**config.mk**
```make
export PLATFORM = sky130hd
export DESIGN_NAME = frac_baud_gen
export DESIGN_NICKNAME = d
export VERILOG_FILES = /design/src/rtl/frac_baud_pkg.sv /design/src/rtl/baud_cfg_track.sv /design/src/rtl/baud_cfg_decode.sv /design/src/rtl/baud_prescaler.sv /design/src/rtl/baud_oversampler.sv /design/src/rtl/frac_baud_gen.sv
export SDC_FILE = /design/constraint.sdc
export NUM_CORES = 1
export LEC_CHECK = 0
export BUFFER_PORTS_ARGS = -buffer_cell sky130_fd_sc_hd__buf_2
export CAP_MARGIN = 10
export CORE_UTILIZATION = 40
export CTS_BUF_LIST = sky130_fd_sc_hd__clkbuf_2 sky130_fd_sc_hd__clkbuf_4 sky130_fd_sc_hd__clkbuf_8
export DETAILED_ROUTE_END_ITERATION = 12
export PLACE_DENSITY = 0.58
export SKIP_LAST_GASP = 1
export SLEW_MARGIN = 10
export SYNTH_ARGS = -nofsm -noshare
export SYNTH_HDL_FRONTEND = slang
export SYNTH_SLANG_ARGS = --single-unit
```
**constraint.sdc**
```tcl
create_clock -name clk -period 5 [get_ports clk]
set_input_delay 0.5 -clock clk [delete_from_list [all_inputs] [get_ports clk]]
set_output_delay 0.5 -clock clk [all_outputs]
set_load 0.005 [all_outputs]
```
**src/rtl/frac_baud_pkg.sv**
```systemverilog
// Shared default widths for the fractional baud tick generator.
// Assumes: the divisor is built from two equal-width bytes.
package frac_baud_pkg;
    localparam int BAUD_BYTE_W   = 8;  // width of one divisor byte
    localparam int BAUD_FRAC_W   = 4;  // width of step and modulus fields
    localparam int BAUD_OSI_W    = 4;  // oversampling integer field
    localparam int BAUD_OSF_W    = 2;  // oversampling fraction field
    localparam int BAUD_EIGHTH_W = 3;  // eighths accumulator width
endpackage

```
**src/rtl/baud_cfg_track.sv**
```systemverilog
// Holds a registered copy of the raw configuration and flags any change.
// Assumes: the configuration is quasi-static. A change costs one restart.
module baud_cfg_track #(
    parameter int CFG_W = 30
) (
    input  logic             clk,
    input  logic             rst_n,
    input  logic [CFG_W-1:0] cfg_in,
    output logic [CFG_W-1:0] cfg_q,
    output logic             restart
);
    // Snapshot of the configuration seen on the previous cycle.
    always_ff @(posedge clk) begin
        if (!rst_n) cfg_q <= '0;
        else        cfg_q <= cfg_in;
    end

    // A difference between live and held configuration restarts all counters.
    always_comb restart = (cfg_in != cfg_q);
endmodule

```
**src/rtl/baud_cfg_decode.sv**
```systemverilog
// Turns the held configuration fields into effective divider controls.
// Assumes: out-of-range fractional pairs should degrade to integer divide.
module baud_cfg_decode #(
    parameter int DIV_W  = 16,
    parameter int FRAC_W = 4
) (
    input  logic [DIV_W-1:0]  div_raw,
    input  logic [FRAC_W-1:0] step_raw,
    input  logic [FRAC_W-1:0] mod_raw,
    output logic [DIV_W-1:0]  div_eff,
    output logic              frac_en
);
    // A zero divisor is promoted to one.
    always_comb div_eff = (div_raw == '0) ? DIV_W'(1) : div_raw;

    // The stretch stage runs only for a nonzero step strictly below the modulus.
    always_comb frac_en = (step_raw != '0) && (step_raw < mod_raw);
endmodule

```
**src/rtl/baud_prescaler.sv**
```systemverilog
// Counts clock cycles into sample pulses. With the stretch stage enabled it
// accumulates the step modulo the modulus once per issued pulse and, on each
// wrap, lets one extra divisor period pass silently.
// Assumes: div_eff >= 1, and step < modulus whenever frac_en is high.
module baud_prescaler #(
    parameter int DIV_W  = 16,
    parameter int FRAC_W = 4
) (
    input  logic              clk,
    input  logic              rst_n,
    input  logic              restart,
    input  logic [DIV_W-1:0]  div_eff,
    input  logic              frac_en,
    input  logic [FRAC_W-1:0] step,
    input  logic [FRAC_W-1:0] modulus,
    output logic              tick
);
    localparam int SUM_W = FRAC_W + 1;

    logic [DIV_W-1:0]  cnt_q;
    logic [FRAC_W-1:0] acc_q;
    logic              extra_q;
    logic              period_end;
    logic [SUM_W-1:0]  acc_sum;
    logic [SUM_W-1:0]  acc_less;
    logic              acc_wrap;

    // The final cycle of a divisor period.
    always_comb period_end = (cnt_q == (div_eff - DIV_W'(1)));

    // Add the step to the remainder and compare against the modulus.
    always_comb begin
        acc_sum  = {1'b0, acc_q} + {1'b0, step};
        acc_less = acc_sum - {1'b0, modulus};
        acc_wrap = (acc_sum >= {1'b0, modulus});
    end

    // A pulse ends every period that is not an inserted extra one.
    always_comb tick = period_end && !extra_q && !restart;

    // Period counter, stretch remainder and pending-extra flag.
    always_ff @(posedge clk) begin
        if (!rst_n || restart) begin
            cnt_q   <= '0;
            acc_q   <= '0;
            extra_q <= 1'b0;
        end else if (period_end) begin
            cnt_q <= '0;
            if (extra_q) begin
                extra_q <= 1'b0;
            end else if (frac_en) begin
                if (acc_wrap) begin
                    acc_q   <= acc_less[FRAC_W-1:0];
                    extra_q <= 1'b1;
                end else begin
                    acc_q <= acc_sum[FRAC_W-1:0];
                end
            end
        end else begin
            cnt_q <= cnt_q + DIV_W'(1);
        end
    end

    // the remainder always stays below the modulus while stretching.
    a_r5_acc_below_mod: assert property (@(posedge clk) disable iff (!rst_n)
        frac_en |-> (acc_q < modulus));
    // an extra period is only ever pending with the stretch stage on.
    a_r6_extra_needs_frac: assert property (@(posedge clk) disable iff (!rst_n)
        extra_q |-> frac_en);
    // a pulse lasts one cycle unless the divisor is one.
    a_r2_single_cycle: assert property (@(posedge clk) disable iff (!rst_n)
        (tick && (div_eff != DIV_W'(1))) |=> !tick);
endmodule

```
**src/rtl/baud_oversampler.sv**
```systemverilog
// Counts sample pulses into bit pulses. The integer ratio comes from os_int+1.
// The eighths accumulator lengthens the next bit by one sample on each
// overflow.
// Assumes: sample_in is a single-cycle strobe.
module baud_oversampler #(
    parameter int OSI_W    = 4,
    parameter int OSF_W    = 2,
    parameter int EIGHTH_W = 3
) (
    input  logic             clk,
    input  logic             rst_n,
    input  logic             restart,
    input  logic             sample_in,
    input  logic [OSI_W-1:0] os_int,
    input  logic [OSF_W-1:0] os_frac,
    output logic             bit_pulse
);
    localparam int CNT_W = OSI_W + 1;
    localparam int FS_W  = EIGHTH_W + 1;

    logic [CNT_W-1:0]    scnt_q;
    logic [EIGHTH_W-1:0] facc_q;
    logic                long_q;
    logic [CNT_W-1:0]    last_idx;
    logic [FS_W-1:0]     fsum;

    // Index of the final sample in the current bit, one later for a long bit.
    always_comb last_idx = {1'b0, os_int} + CNT_W'(long_q);

    // Eighths remainder after this bit's fraction is added.
    always_comb fsum = {1'b0, facc_q} + FS_W'(os_frac);

    // A bit ends on the sample pulse that carries the last index.
    always_comb bit_pulse = sample_in && (scnt_q == last_idx);

    // Sample counter, eighths remainder and long-bit flag.
    always_ff @(posedge clk) begin
        if (!rst_n || restart) begin
            scnt_q <= '0;
            facc_q <= '0;
            long_q <= 1'b0;
        end else if (sample_in) begin
            if (scnt_q == last_idx) begin
                scnt_q <= '0;
                facc_q <= fsum[EIGHTH_W-1:0];
                long_q <= fsum[EIGHTH_W];
            end else begin
                scnt_q <= scnt_q + CNT_W'(1);
            end
        end
    end

    // the sample count never runs past the longest permitted bit.
    a_r7_count_bound: assert property (@(posedge clk) disable iff (!rst_n)
        scnt_q <= ({1'b0, os_int} + CNT_W'(1)));
    // a long bit is only scheduled when a fraction is programmed.
    a_r8_long_needs_frac: assert property (@(posedge clk) disable iff (!rst_n)
        long_q |-> (os_frac != '0));
endmodule

```
**src/rtl/frac_baud_gen.sv**
```systemverilog
// Top of the fractional baud tick generator. It tracks configuration changes,
// decodes the fields, divides the clock into sample pulses and counts those
// into bit pulses. Both strobes leave through registers.
// Assumes: the configuration inputs are synchronous to clk.
module frac_baud_gen
    import frac_baud_pkg::*;
#(
    parameter int BYTE_W   = BAUD_BYTE_W,
    parameter int FRAC_W   = BAUD_FRAC_W,
    parameter int OSI_W    = BAUD_OSI_W,
    parameter int OSF_W    = BAUD_OSF_W,
    parameter int EIGHTH_W = BAUD_EIGHTH_W
) (
    input  logic                clk,
    input  logic                rst_n,
    input  logic [BYTE_W-1:0]   div_lo,
    input  logic [BYTE_W-1:0]   div_hi,
    input  logic [2*FRAC_W-1:0] frac_cfg,
    input  logic [OSI_W-1:0]    os_int,
    input  logic [OSF_W-1:0]    os_frac,
    output logic                sample_tick,
    output logic                bit_tick
);
    localparam int DIV_W = 2 * BYTE_W;
    localparam int CFG_W = DIV_W + 2 * FRAC_W + OSI_W + OSF_W;

    logic [CFG_W-1:0]  cfg_live;
    logic [CFG_W-1:0]  cfg_q;
    logic              restart;
    logic [DIV_W-1:0]  div_raw;
    logic [FRAC_W-1:0] step_q;
    logic [FRAC_W-1:0] mod_q;
    logic [OSI_W-1:0]  osi_q;
    logic [OSF_W-1:0]  osf_q;
    logic [DIV_W-1:0]  div_eff;
    logic              frac_en;
    logic              sample_pulse;
    logic              bit_pulse;

    // Pack every configuration field so one compare covers them all.
    always_comb cfg_live = {div_hi, div_lo, frac_cfg, os_int, os_frac};

    // Unpack the held copy that drives the counters.
    always_comb {div_raw, mod_q, step_q, osi_q, osf_q} = cfg_q;

    baud_cfg_track #(.CFG_W(CFG_W)) u_track (
        .clk     (clk),
        .rst_n   (rst_n),
        .cfg_in  (cfg_live),
        .cfg_q   (cfg_q),
        .restart (restart)
    );

    baud_cfg_decode #(.DIV_W(DIV_W), .FRAC_W(FRAC_W)) u_decode (
        .div_raw  (div_raw),
        .step_raw (step_q),
        .mod_raw  (mod_q),
        .div_eff  (div_eff),
        .frac_en  (frac_en)
    );

    baud_prescaler #(.DIV_W(DIV_W), .FRAC_W(FRAC_W)) u_prescale (
        .clk     (clk),
        .rst_n   (rst_n),
        .restart (restart),
        .div_eff (div_eff),
        .frac_en (frac_en),
        .step    (step_q),
        .modulus (mod_q),
        .tick    (sample_pulse)
    );

    baud_oversampler #(.OSI_W(OSI_W), .OSF_W(OSF_W), .EIGHTH_W(EIGHTH_W)) u_oversample (
        .clk       (clk),
        .rst_n     (rst_n),
        .restart   (restart),
        .sample_in (sample_pulse),
        .os_int    (osi_q),
        .os_frac   (osf_q),
        .bit_pulse (bit_pulse)
    );

    // Register both strobes so they leave the block glitch-free.
    always_ff @(posedge clk) begin
        if (!rst_n) begin
            sample_tick <= 1'b0;
            bit_tick    <= 1'b0;
        end else begin
            sample_tick <= sample_pulse;
            bit_tick    <= bit_pulse;
        end
    end

    // a bit strobe never appears without a sample strobe.
    a_r7_bit_on_sample: assert property (@(posedge clk) disable iff (!rst_n)
        bit_tick |-> sample_tick);
    // the cycle after a configuration change carries no sample strobe.
    a_r9_quiet_after_change: assert property (@(posedge clk) disable iff (!rst_n)
        restart |=> !sample_tick);
    // both strobes are low in the cycle after a reset edge.
    a_r1_reset_quiet: assert property (@(posedge clk)
        !rst_n |=> (!sample_tick && !bit_tick));
endmodule

```
==> out/metrics.json <==
{
  "design.portCount": {"value": 34},
  "synth_sequential_area_ratio": {"value": 34.3, "unit": "%"},
  "antenna_violating_nets_left": {"value": 0},
  "grt_start_max_net_pins": {"value": 32},
  "timing_worst_slew_pin_value": {"value": 0.564, "unit": "ns"},
  "core_region_area": {"value": 0.00876, "unit": "mm²"},
  "timing.critical_path.depth": {"value": 12},
  "detail_route.vias_per_cell": {"value": 5.28},
  "synth.net_count": {"value": 460},
  "fmaxAchievable": {"value": 0.246, "unit": "GHz"},
  "die_area": {"value": 0.00944, "unit": "mm²"},
  "cts_inserted_buffers": {"value": 9},
  "drcViolationCount": {"value": 0},
  "grt_antenna_before_repair": {"value": 0},
  "placer_congestion": {"value": 0.864},
  "layout-drive-gt1-share": {"value": 13.1, "unit": "%"},
  "detail_route.first_pass.iterations": {"value": 4},
  "tritoncts": {"value": "done"},
  "crit_fanout": {"value": 30},
  "core.rowCount": {"value": 34},
  "setup_viol": {"value": 0},
  "worstHoldPathType": {"value": "in2reg"},
  "critPathCapture": {"value": "u_oversample.scnt_q[3]$_SDFFE_PP0P_"},
  "detail_route.iter0.violations": {"value": 120},
  "synthesis.instances": {"value": 407},
  "count_of_antenna_diodes_in_the_layout": {"value": 0},
  "cp.arrival": {"value": 4.34, "unit": "ns"},
  "edff_count_synth": {"value": 0},
  "reg2reg_depth": {"value": 12},
  "r2r-start": {"value": "u_track.cfg_q[18]$_SDFF_PN0_"},
  "max-slew-margin-rel": {"value": 62.4, "unit": "%"},
  "cts_htree_levels": {"value": 3},
  "grt_util_overall": {"value": 18.8, "unit": "%"},
  "synth.lib_cells_used.distinct": {"value": 50},
  "clk_root_buffer_cell": {"value": "sky130_fd_sc_hd__clkbuf_8"},
  "yosys_most_used_dff": {"value": "sky130_fd_sc_hd__dfxtp_1"},
  "grt_pass1_vias": {"value": 2920},
  "first_pass_grt_wire_length": {"value": 14200, "unit": "µm"},
  "final_nets": {"value": 492},
  "worst_skew_pair.late_latency": {"value": 0.35, "unit": "ns"},
  "initial_utilization": {"value": 41.3, "unit": "%"},
  "asyncSetResetFlopFracSynth": {"value": 0, "unit": "%"},
  "routed-via-count": {"value": 2914},
  "maxCapViolCount": {"value": 0},
  "crit_path_end_kind": {"value": "flop"},
  "worst_ep_required_time": {"value": 5.28, "unit": "ns"},
  "startpoint": {"value": "u_track.cfg_q[18]$_SDFF_PN0_"},
  "timing.setup.tns": {"value": 0, "unit": "ns"},
  "cts_post_setup_buffers_inserted": {"value": 0},
  "ctsLongestPathBuffers": {"value": 2},
  "timing_hold_violations_final": {"value": 0},
  "n_fill_cell": {"value": 857},
  "dp.final_hpwl": {"value": 6160, "unit": "µm"},
  "numClockSinks": {"value": 62},
  "post-route-min-period": {"value": 4.06, "unit": "ns"},
  "die_boundary_height": {"value": 97.2, "unit": "µm"},
  "power.density_cell_area": {"value": 272, "unit": "mW/mm²"},
  "startpoint_of_the_lowest_slack_hold_path": {"value": "div_hi[4]"},
  "finish.utilization": {"value": 46.7, "unit": "%"},
  "timing.critical_path.from_type": {"value": "flop"},
  "cellLeakagePower": {"value": 1.65, "unit": "nW"},
  "final-max-slew-violation-count": {"value": 0},
  "result_of_the_run": {"value": "finished clean"},
  "criticalPathCategory": {"value": "reg2reg"},
  "hold_buffers": {"value": 0},
  "hold-worst-slack": {"value": 0.371, "unit": "ns"},
  "globalRouteOverflowTotal": {"value": 0},
  "ir_worst_vdd": {"value": 204, "unit": "µV"},
  "wire_per_inst": {"value": 14.8, "unit": "µm"},
  "rrSetupSlack": {"value": 0.94, "unit": "ns"},
  "critical_path_buf_inv_count": {"value": 1},
  "syn_avg_cell_area": {"value": 8.90, "unit": "µm²"},
  "reg2reg_to": {"value": "u_oversample.scnt_q[3]$_SDFFE_PP0P_"},
  "drt-total-wl": {"value": 8150, "unit": "µm"},
  "cts.repair.resized": {"value": 0},
  "yosysWarnings": {"value": 0},
  "die-width": {"value": 97.2, "unit": "µm"},
  "finalClockSkew": {"value": 0.00594, "unit": "ns"},
  "setup_repair_after_global_routing_missed_its_margin": {"value": "no"},
  "cpPeakStageDelay": {"value": 0.70, "unit": "ns"},
  "final.period_utilization": {"value": 81.2, "unit": "%"},
  "slowest_stage": {"value": "sky130_fd_sc_hd__or4_1"},
  "flow.area_growth_from_synthesis": {"value": 12.9, "unit": "%"},
  "yosys_register_bits": {"value": 62},
  "crit_path_cell_trace": {"value": "or4_1 -> nor4_1 -> nor2_1 -> ha_1 -> nor3b_1 -> nor2b_1 -> xnor2_1 -> nor4_1 -> o2111ai_2 -> buf_4 -> or4_1 -> a21oi_1"},
  "worst_path_dominant_cell_family": {"value": "simple AND/OR/NAND/NOR gates"},
  "path_clk_slew": {"value": 0.07, "unit": "ns"},
  "io_buffer_count": {"value": 33},
  "synthesis.area": {"value": 0.00362, "unit": "mm²"}
}
-- worst min path at each step --
stage               depth (start not counted)  slack, ns                                  end
finish                                      2       0.37         u_track.cfg_q[26]$_SDFF_PN0_
global route                                2       0.37         u_track.cfg_q[20]$_SDFF_PN0_
CTS                                         2       0.36         u_track.cfg_q[26]$_SDFF_PN0_
detailed placement                          2       0.48  u_oversample.facc_q[2]$_SDFFE_PP0P_
global placement                            2       0.46  u_oversample.facc_q[0]$_SDFFE_PP0P_
floorplan                                   1       0.44               sample_tick$_SDFF_PN0_
-- power by group --
part	switching [W]	internal (W)
registers	0.0000197	0.000507
clock network	0.000193	0.000260
logic	0.0000681	0.0000623
-- cell usage after synthesis (2+ instances only) --
cell	instances	area share, %
sky130_fd_sc_hd__a211o_1	3	0.73
sky130_fd_sc_hd__or4_1	9	1.9
sky130_fd_sc_hd__dfxtp_1	62	34
sky130_fd_sc_hd__and3_1	6	1.0
sky130_fd_sc_hd__or4b_1	3	0.83
sky130_fd_sc_hd__a21oi_1	18	2.5
sky130_fd_sc_hd__inv_1	21	2.2
sky130_fd_sc_hd__o31ai_1	5	1.0
sky130_fd_sc_hd__nor2b_1	3	0.52
sky130_fd_sc_hd__nand4_1	4	0.69
sky130_fd_sc_hd__mux2i_1	3	0.83
sky130_fd_sc_hd__and2_1	32	5.5
sky130_fd_sc_hd__nand2b_1	3	0.52
sky130_fd_sc_hd__nand3_1	14	1.9
sky130_fd_sc_hd__nand3b_1	3	0.62
sky130_fd_sc_hd__nand2_1	8	0.83
sky130_fd_sc_hd__xor2_1	49	12
sky130_fd_sc_hd__nor4_1	14	2.4
sky130_fd_sc_hd__nor3_1	11	1.5
sky130_fd_sc_hd__clkbuf_1	9	0.93
sky130_fd_sc_hd__o21ai_0	13	1.8
sky130_fd_sc_hd__buf_2	4	0.55
sky130_fd_sc_hd__fa_1	3	1.7
sky130_fd_sc_hd__a21o_1	5	1.0
sky130_fd_sc_hd__or3_1	11	1.9
sky130_fd_sc_hd__o211ai_1	2	0.41
sky130_fd_sc_hd__nor3b_1	3	0.62
sky130_fd_sc_hd__o21a_1	3	0.62
sky130_fd_sc_hd__xnor2_1	21	5.1
sky130_fd_sc_hd__nor2_1	25	2.6
sky130_fd_sc_hd__ha_1	18	6.2
-- cell usage in the layout (no fill, tap or decap), types with 3 or more instances in the layout --
master                      n
sky130_fd_sc_hd__o31ai_1    5
sky130_fd_sc_hd__inv_1     21
sky130_fd_sc_hd__a21oi_1   18
sky130_fd_sc_hd__dfxtp_1   62
sky130_fd_sc_hd__nand3b_1   3
sky130_fd_sc_hd__nor3_1    11
sky130_fd_sc_hd__nand2b_1   3
sky130_fd_sc_hd__nor2_1    25
sky130_fd_sc_hd__ha_1      18
sky130_fd_sc_hd__nand4_1    4
sky130_fd_sc_hd__or3_1     11
sky130_fd_sc_hd__or4b_1     3
sky130_fd_sc_hd__nor2b_1    3
sky130_fd_sc_hd__nor4_1    14
sky130_fd_sc_hd__nand2_1    8
sky130_fd_sc_hd__and2_1    32
sky130_fd_sc_hd__o21ai_0   13
sky130_fd_sc_hd__nand3_1   14
sky130_fd_sc_hd__and3_1     6
sky130_fd_sc_hd__or4_1      9
sky130_fd_sc_hd__a211o_1    3
sky130_fd_sc_hd__mux2i_1    3
sky130_fd_sc_hd__fa_1       3
sky130_fd_sc_hd__nor3b_1    3
sky130_fd_sc_hd__clkbuf_8  11
sky130_fd_sc_hd__xnor2_1   21
sky130_fd_sc_hd__a21o_1     5
sky130_fd_sc_hd__clkinv_2   3
sky130_fd_sc_hd__xor2_1    49
sky130_fd_sc_hd__buf_2     33
sky130_fd_sc_hd__o21a_1     3
-- stage by stage --
step	power [W]	cell area [µm²]	setup WS (ns)	std cells
finish	0.00111	4090	0.939	552
global route	0.00117	4090	0.670	552
CTS	0.00113	4090	0.968	552
detailed placement	0.000668	3880	1.01	536
global placement	0.000666	3880	1.07	536
floorplan	0.000625	3620	1.41	407
-- logic make-up after synthesis --
family                     share of synthesized area [%]
and+or+nand+nor                                     24.4
adders and majority gates                           7.88
buffers and inverters                               3.80
AOI/OAI and AO/OA                                   11.9
xor gates and xnor gates                            16.9
muxes                                              0.829
DFF                                                 34.3
-- area by class of cell --
| cell class | count | area (µm²) | share of cell area, % |
|---|---|---|---|
| Sequential cell | 62 | 1240 | 30.4 |
| Timing Repair Buffer | 35 | 180 | 4.41 |
| Clock inverter | 4 | 45.0 | 1.10 |
| Clock buffer | 12 | 159 | 3.89 |
| Inverter | 21 | 78.8 | 1.93 |
| Multi-Input combinational cell | 310 | 2250 | 55.0 |
| Tap cell | 108 | 135 | 3.30 |
-- worst register-to-register path, stage by stage (launching register included) --
cell and delay, ns:
sky130_fd_sc_hd__dfxtp_1 0.39, sky130_fd_sc_hd__or4_1 0.70, sky130_fd_sc_hd__nor4_1 0.49, sky130_fd_sc_hd__nor2_1 0.09, sky130_fd_sc_hd__ha_1 0.27, sky130_fd_sc_hd__nor3b_1 0.19
sky130_fd_sc_hd__nor2b_1 0.16, sky130_fd_sc_hd__xnor2_1 0.13, sky130_fd_sc_hd__nor4_1 0.44, sky130_fd_sc_hd__o2111ai_2 0.19, sky130_fd_sc_hd__buf_4 0.25, sky130_fd_sc_hd__or4_1 0.54
sky130_fd_sc_hd__a21oi_1 0.15
-- registers in the layout, indices dropped and copies added, names as in the netlist --
register             flops
sample_tick              1
u_oversample.long_q      1
u_track.cfg_q           30
u_oversample.facc_q      3
u_prescale.acc_q         4
u_prescale.extra_q       1
u_oversample.scnt_q      5
bit_tick                 1
u_prescale.cnt_q        16
-- layer usage --
metal  track usage, %  routed length [µm]  part of all wire, %
met5                0                   0                    0
met2             31.3                3960                   49
met4             6.66                 113                  1.4
met3             4.46                 304                  3.7
met1             23.7                3770                   46
No activity file was read; power rests on OpenSTA's default activity.
